$ cat config.mk
export PLATFORM = sky130hd
export DESIGN_NAME = sar_seq_top
export DESIGN_NICKNAME = d
export VERILOG_FILES = /design/src/rtl/sar_seq_pkg.sv /design/src/rtl/sar_trial_reg.sv /design/src/rtl/sar_dout_stage.sv /design/src/rtl/sar_seq_top.sv
export SDC_FILE = /design/constraint.sdc
export NUM_CORES = 1
export LEC_CHECK = 0
export BUFFER_PORTS_ARGS = -buffer_cell sky130_fd_sc_hd__buf_4
export CAP_MARGIN = 20
export CORE_MARGIN = 3
export CORE_UTILIZATION = 60
export DETAILED_ROUTE_END_ITERATION = 8
export GPL_ROUTABILITY_DRIVEN = 0
export PLACE_DENSITY = 0.82
export REMOVE_ABC_BUFFERS = 1
export SLEW_MARGIN = 20
export SYNTH_ARGS = -nofsm -noshare
export SYNTH_HDL_FRONTEND = slang
export SYNTH_HIERARCHICAL = 1
export SYNTH_SLANG_ARGS = --single-unit
$ cat constraint.sdc
create_clock -name sclk -period 3.5 [get_ports sclk]
set_clock_uncertainty 0.1 [all_clocks]
set_input_delay 0.35 -clock sclk [delete_from_list [all_inputs] [get_ports sclk]]
set_output_delay 0.35 -clock sclk [all_outputs]
set_load 0.02 [all_outputs]
$ cat src/rtl/sar_seq_pkg.sv
package sar_seq_pkg;

    typedef enum logic [2:0] {
        S_IDLE,
        S_ADDR,
        S_SETTLE,
        S_CONV,
        S_TAIL,
        S_DONE
    } seq_state_e;

endpackage

$ cat src/rtl/sar_trial_reg.sv
// Binary-search register: loads the MSB, then decides one bit per step.
module sar_trial_reg #(
    parameter int RES_W = 8,
    localparam int IW   = $clog2(RES_W)
) (
    input  logic             clk,
    input  logic             clr,
    input  logic             load,
    input  logic             step,
    input  logic [IW-1:0]    idx,
    input  logic             cmp_ge,
    output logic [RES_W-1:0] trial
);

    always_ff @(posedge clk or posedge clr) begin
        if (clr) begin
            trial <= '0;
        end else if (load) begin
            trial <= {1'b1, {(RES_W-1){1'b0}}};
        end else if (step) begin
            for (int b = 0; b < RES_W; b++) begin
                if (b == int'(idx)) begin
                    trial[b] <= cmp_ge;
                end else if (b + 1 == int'(idx)) begin
                    trial[b] <= 1'b1;
                end
            end
        end
    end

endmodule

$ cat src/rtl/sar_dout_stage.sv
// Falling-edge retiming of the serial output and its enable.
module sar_dout_stage (
    input  logic clk,
    input  logic clr,
    input  logic emit_en,
    input  logic emit_val,
    output logic dout,
    output logic dout_oe
);

    always_ff @(negedge clk or posedge clr) begin
        if (clr) begin
            dout    <= 1'b0;
            dout_oe <= 1'b0;
        end else begin
            dout    <= emit_en & emit_val;
            dout_oe <= emit_en;
        end
    end

endmodule

$ cat src/rtl/sar_seq_top.sv
module sar_seq_top #(
    parameter int RES_W = 8
) (
    input  logic             cs_n,
    input  logic             sclk,
    input  logic             din,
    input  logic             cmp_ge,
    output logic             dout,
    output logic             dout_oe,
    output logic [RES_W-1:0] trial_code,
    output logic             mux_single,
    output logic             mux_odd
);
    import sar_seq_pkg::*;

    localparam int IW = $clog2(RES_W);
    localparam logic [IW-1:0] TOP_IDX = IW'(RES_W - 1);

    seq_state_e    state_q;
    seq_state_e    state_d;
    logic [IW-1:0] cnt_q;
    logic          addr_second_q;
    logic          single_hold_q;
    logic          emit_en_q;
    logic          emit_val_q;

    // next-state decode
    always_comb begin
        state_d = state_q;
        unique case (state_q)
            S_IDLE:   if (din) state_d = S_ADDR;
            S_ADDR:   if (addr_second_q) state_d = S_SETTLE;
            S_SETTLE: state_d = S_CONV;
            S_CONV:   if (cnt_q == '0) state_d = S_TAIL;
            S_TAIL:   if (cnt_q == TOP_IDX) state_d = S_DONE;
            S_DONE:   state_d = S_DONE;
            default:  state_d = S_IDLE;
        endcase
    end

    // state register
    always_ff @(posedge sclk or posedge cs_n) begin
        if (cs_n) begin
            state_q <= S_IDLE;
        end else begin
            state_q <= state_d;
        end
    end

    // per-state outputs and counters
    always_ff @(posedge sclk or posedge cs_n) begin
        if (cs_n) begin
            cnt_q         <= '0;
            addr_second_q <= 1'b0;
            single_hold_q <= 1'b0;
            mux_single    <= 1'b0;
            mux_odd       <= 1'b0;
            emit_en_q     <= 1'b0;
            emit_val_q    <= 1'b0;
        end else begin
            unique case (state_q)
                S_IDLE: begin
                    addr_second_q <= 1'b0;
                end
                S_ADDR: begin
                    if (!addr_second_q) begin
                        single_hold_q <= din;
                        addr_second_q <= 1'b1;
                    end else begin
                        mux_single <= single_hold_q;
                        mux_odd    <= din;
                    end
                end
                S_SETTLE: begin
                    emit_en_q  <= 1'b1;
                    emit_val_q <= 1'b0;
                    cnt_q      <= TOP_IDX;
                end
                S_CONV: begin
                    emit_val_q <= cmp_ge;
                    cnt_q      <= (cnt_q == '0) ? IW'(1) : cnt_q - 1'b1;
                end
                S_TAIL: begin
                    emit_val_q <= trial_code[cnt_q];
                    if (cnt_q != TOP_IDX) cnt_q <= cnt_q + 1'b1;
                end
                S_DONE: begin
                    emit_en_q <= 1'b0;
                end
                default: begin
                    emit_en_q <= 1'b0;
                end
            endcase
        end
    end

    sar_trial_reg #(.RES_W(RES_W)) u_trial (
        .clk    (sclk),
        .clr    (cs_n),
        .load   (state_q == S_SETTLE),
        .step   (state_q == S_CONV),
        .idx    (cnt_q),
        .cmp_ge (cmp_ge),
        .trial  (trial_code)
    );

    sar_dout_stage u_dout (
        .clk      (sclk),
        .clr      (cs_n),
        .emit_en  (emit_en_q),
        .emit_val (emit_val_q),
        .dout     (dout),
        .dout_oe  (dout_oe)
    );

endmodule

* After elaboration in Yosys (flattened, before gate mapping)
Index checks and enable logic that the tools add are counted.
Storage, ports and cells: input bits 4, logic and storage cells 99, bits in writable memories 0, bits in read-only memories 0, output and inout port bits 12, flip-flop bits (word level) 22, bits in latches 0, memories 0
Operators by class: equal/unequal tests 19, mux-type cells 30, div/mod/pow operators 0, $lt $le $gt $ge 1, $mul 0, add/subtract/negate cells 2, shift-type cells 0, reduce and logical (&&, ||, !) cells 27, bitwise gates (word level) 2
Operators with widths (number):
- $reduce_bool 3->1 | 8
- $reduce_and 2->1 | 11
- $mux 3 | 6
- $pmux 3 s6 | 1
- $mux 1 | 16
- $mux 8 | 2
- $eq 3x3->1 const A | 4
- $ne 2x2->1 const B | 5
- $eq 3x3->1 const B | 3
- $logic_not 3->1 | 3
- $pmux 3 s3 | 1
- $eq 2x3->1 const A | 2
- $eq 3x2->1 const B | 2
- $reduce_bool 2->1 | 3
- $lt 3x4->1 const B | 1
- $pmux 1 s2 | 2
- $reduce_and 4->1 | 1
- $reduce_or 4->1 | 1
- $add 3x1->3 const B | 1
- $bmux 1 s3 | 1
- $eq 1x3->1 const A | 1
- $eq 3x1->1 const B | 1
- $ne 3x3->1 const B | 1
- $pmux 1 s3 | 1
- 3 further kinds | 3

* Longest topological paths before layout
depth after elaboration 5, mapped depth 7, gate-level depth less buffers 6

* Cells and area by module
The synthesis kept the hierarchy.
By module, submodules not included:
- sar_seq_top | seq. area each 300.3 sq um, cells each 75, times used 1, area an instance 749.5 sq um
- sar_trial_reg | seq. area each 200.2 sq um, cells each 42, times used 1, area an instance 404.1 sq um
- sar_dout_stage | seq. area each 50.0 sq um, cells each 4, times used 1, area an instance 60.1 sq um

==> results.sh <==
export IMPL_design_area_um2=1363
export IMPL_holdPathEnd="mux_odd"
export IMPL_coreArea_um2=1821
export IMPL_finalWorstSetupSlack_ns=0.4807
export IMPL_synthAdderAreaFrac_pct=5.155
export IMPL_ctsResizeCount=0
export IMPL_worstSetupEndpointType="output pin"
export IMPL_rows=15
export IMPL_vias=961
export IMPL_path_cells="buf_4"
export IMPL_initial_core_util_pct=66.67
export IMPL_rr_worst_depth=1
export IMPL_p_leak_nw=0.6528
export IMPL_grt_overflow=0
export IMPL_antenna_found_initial=0
export IMPL_grt_pass1_wl_um=4126
export IMPL_wl_um=2430
export IMPL_drt_iter0_drc=28
export IMPL_h_tree_depth=1
export IMPL_hold_buffers=1
export IMPL_cap_viol_max_count=0
export IMPL_numCtsBuffers=3
export IMPL_synth_compound_area_share_pct=19.90
export IMPL_synth_top_family_by_area="compound AO/OA/AOI/OAI gates"
export IMPL_die_x_um=50.98
export IMPL_diodes=0
export IMPL_cts_root_buf="clkbuf_4"
export IMPL_critPathArrivalTime_ns=2.57
export IMPL_wl_per_cell_um=15.19
export IMPL_synth_xor_area_share_pct=0
export IMPL_synth_avg_cell_area_um2=10.03
export IMPL_ios=16
export IMPL_cp_slowest_cell="dfrtn_1"
export IMPL_required_ns=3.05
export IMPL_met2WireLength_um=1190
export IMPL_hold_start="din"
export IMPL_setup_viol=0
export IMPL_path_clk_slew_ns=0.11
export IMPL_routed_via_density=6.006
export IMPL_synth_simple_gate_area_share_pct=15.67
export IMPL_cts_tree="built"
export IMPL_slowest_delay_ns=0.40
export IMPL_r2r_setup_slack_ns=0.95
export IMPL_nFillCells=129
export IMPL_fin_setup_tns_ns=0
export IMPL_clk_path_buf_depth=2
export IMPL_clock_sinks=22
export IMPL_final_nets=145
export IMPL_top_layer="met4"
export IMPL_status="complete, no violations"
export IMPL_rr_endpoint="u_dout/dout"
export IMPL_register_area_um2=550.5
export IMPL_drc=0
export IMPL_track_usage_pct=21.98
export IMPL_p_per_area_nw_per_um2=319.3
export IMPL_route_antenna_remaining_nets=0
export IMPL_ys_seq_area_share_pct=45.36
export IMPL_dieArea_um2=2598
export IMPL_multiInputGateArea_um2=580.6
export IMPL_drt_pass1_iterations=4
export IMPL_clkLatencyLatePin_ns=0.31
export IMPL_slew_headroom_pct=54.90
export IMPL_path_buf_inv=1
export IMPL_grt_pass1_vias=900
export IMPL_grt_max_degree=17
export IMPL_hold_viol_final=0
export IMPL_worstReg2RegStart="emit_en_q"
export IMPL_ys_seq_elements=22
export IMPL_worst_pin_slew_ns=0.6741
export IMPL_netlist_area_um2=1214
export IMPL_holdPathStages=2
export IMPL_die_h_um=50.98
export IMPL_dp_slack_ns=0.8030
export IMPL_yosysWarnings=6
export IMPL_peakVddDrop_mv=0.2445
export IMPL_rsz0062_at_grt="no"
export IMPL_min_path_type="in -> reg"
export IMPL_syn_to_final_growth_pct=12.27
export IMPL_layout_drive_gt1_share_pct=21.48
export IMPL_wl_met3_um=146
export IMPL_cts_setup_buffers=0
export IMPL_criticalPathCategory="reg -> out"
export IMPL_synth_mux_area_share_pct=7.113
export IMPL_portBuffers=15
export IMPL_start_kind="register"
export IMPL_slew_viol_final=0
export IMPL_utilization_pct=74.85
export IMPL_crit_family="flip-flops"
export IMPL_dp_hpwl_um=1720
export IMPL_placed_area_um2=1316
export IMPL_syn_inst=121
export IMPL_ys_types=40
export IMPL_wirelength_met1_um=1056
export IMPL_cp_max_fo=1
==> how the worst max path moves through the flow <==
stage | from | end | slack [ns] | depth (start not counted)
2_1_floorplan | u_dout/dout | dout | 0.83 | 0
3_3_place_gp | u_dout/dout | dout | 0.81 | 1
3_5_place_dp | u_dout/dout | dout | 0.80 | 1
4_1_cts | u_dout/dout | dout | 0.47 | 1
5_1_grt | u_dout/dout_oe | dout_oe | 0.43 | 1
6_report | u_dout/dout | dout | 0.48 | 1
==> cells by family (layout without fill, tap and decap cells) <==
logic type      count (synthesis)  count (layout)
simple gates                   35              35
fa+ha+maj                       5               5
flops                          22              22
mux                             7               7
buf+inv                        17              31
compound gates                 35              35
==> state kept, by name, indices dropped and copies added (netlist names) <==
register	cells
emit_en_q	1
cnt_q	3
mux_single	1
addr_second_q	1
u_dout/dout	1
u_trial/trial	8
mux_odd	1
emit_val_q	1
u_dout/dout_oe	1
single_hold_q	1
state_q	3
==> routing by layer <==
layer / GRT usage [%] / vias up
met4: 9.417 / 0
met2: 34.33 / 35
li1: - / 463
met1: 28.68 / 457
met3: 5.831 / 6
met5: 0 / -
==> report_power, final <==
| group | switching (W) | internal (W) | total, W |
|---|---|---|---|
| logic | 0.0000179 | 0.0000144 | 0.0000323 |
| clock network | 0.0000752 | 0.0000635 | 0.000139 |
| registers | 0.00000401 | 0.000260 | 0.000264 |
==> cell usage after synthesis <==
cell type	count	area share [%]
or3_4	1	0.93
a21oi_1	7	2.9
buf_2	3	1.2
buf_1	1	0.31
dfrtn_1	2	4.1
a311oi_1	3	2.2
inv_1	10	3.1
a211o_1	1	0.72
dfrtp_1	20	41
nand2_1	6	1.9
or2_2	2	1.0
a21o_1	1	0.62
nand3b_1	1	0.62
a211oi_1	3	1.9
inv_2	1	0.31
or3_1	1	0.52
buf_6	2	1.9
mux2_1	2	1.9
ha_1	5	5.2
a31oi_1	3	1.5
mux2_2	1	0.93
o21a_1	2	1.2
nor2b_2	1	0.72
nor4_1	1	0.52
o21ai_0	6	2.5
nand2b_1	3	1.5
mux4_2	1	1.9
mux2i_1	3	2.5
o2111ai_2	1	1.2
nand3_1	3	1.2
nor2_1	10	3.1
nor2_4	1	0.93
a22oi_1	3	1.9
nor3_1	2	0.82
and2_1	1	0.52
o31ai_2	1	1.0
and3_1	1	0.52
o22ai_1	3	1.5
o32ai_1	1	0.72
nor4bb_1	1	0.82
==> final cells by class <==
cell class                      instances  area share [%]
Tap cell                               25           2.296
Clock buffer                            4           2.663
Inverter                               11           3.030
Multi-Input combinational cell         82           42.61
Sequential cell                        22           40.40
Timing Repair Buffer                   16           8.999
==> layout by cell type, fill, tap and decap left out, drive strengths merged, types with 2 or more instances in the layout <==
cell type / n
dfrtp: 20
buf: 15
inv: 11
nor2: 11
a21oi: 7
o21ai: 6
nand2: 6
ha: 5
clkbuf: 4
a22oi: 3
mux2i: 3
nand3: 3
nand2b: 3
a31oi: 3
o22ai: 3
a211oi: 3
a311oi: 3
mux2: 3
o21a: 2
dfrtn: 2
or2: 2
nor3: 2
or3: 2
==> through the flow <==
stage                     total power (W)  hold slack [ns]  cells
after floorplan                 0.0002858          0.06566    115
after global placement          0.0002993           0.2335    155
after detailed placement        0.0003002           0.2429    155
after CTS                       0.0004355           0.1825    160
after global routing            0.0004577           0.1642    160
final                           0.0004350           0.1857    160
(Power assumes the default switching activity.)
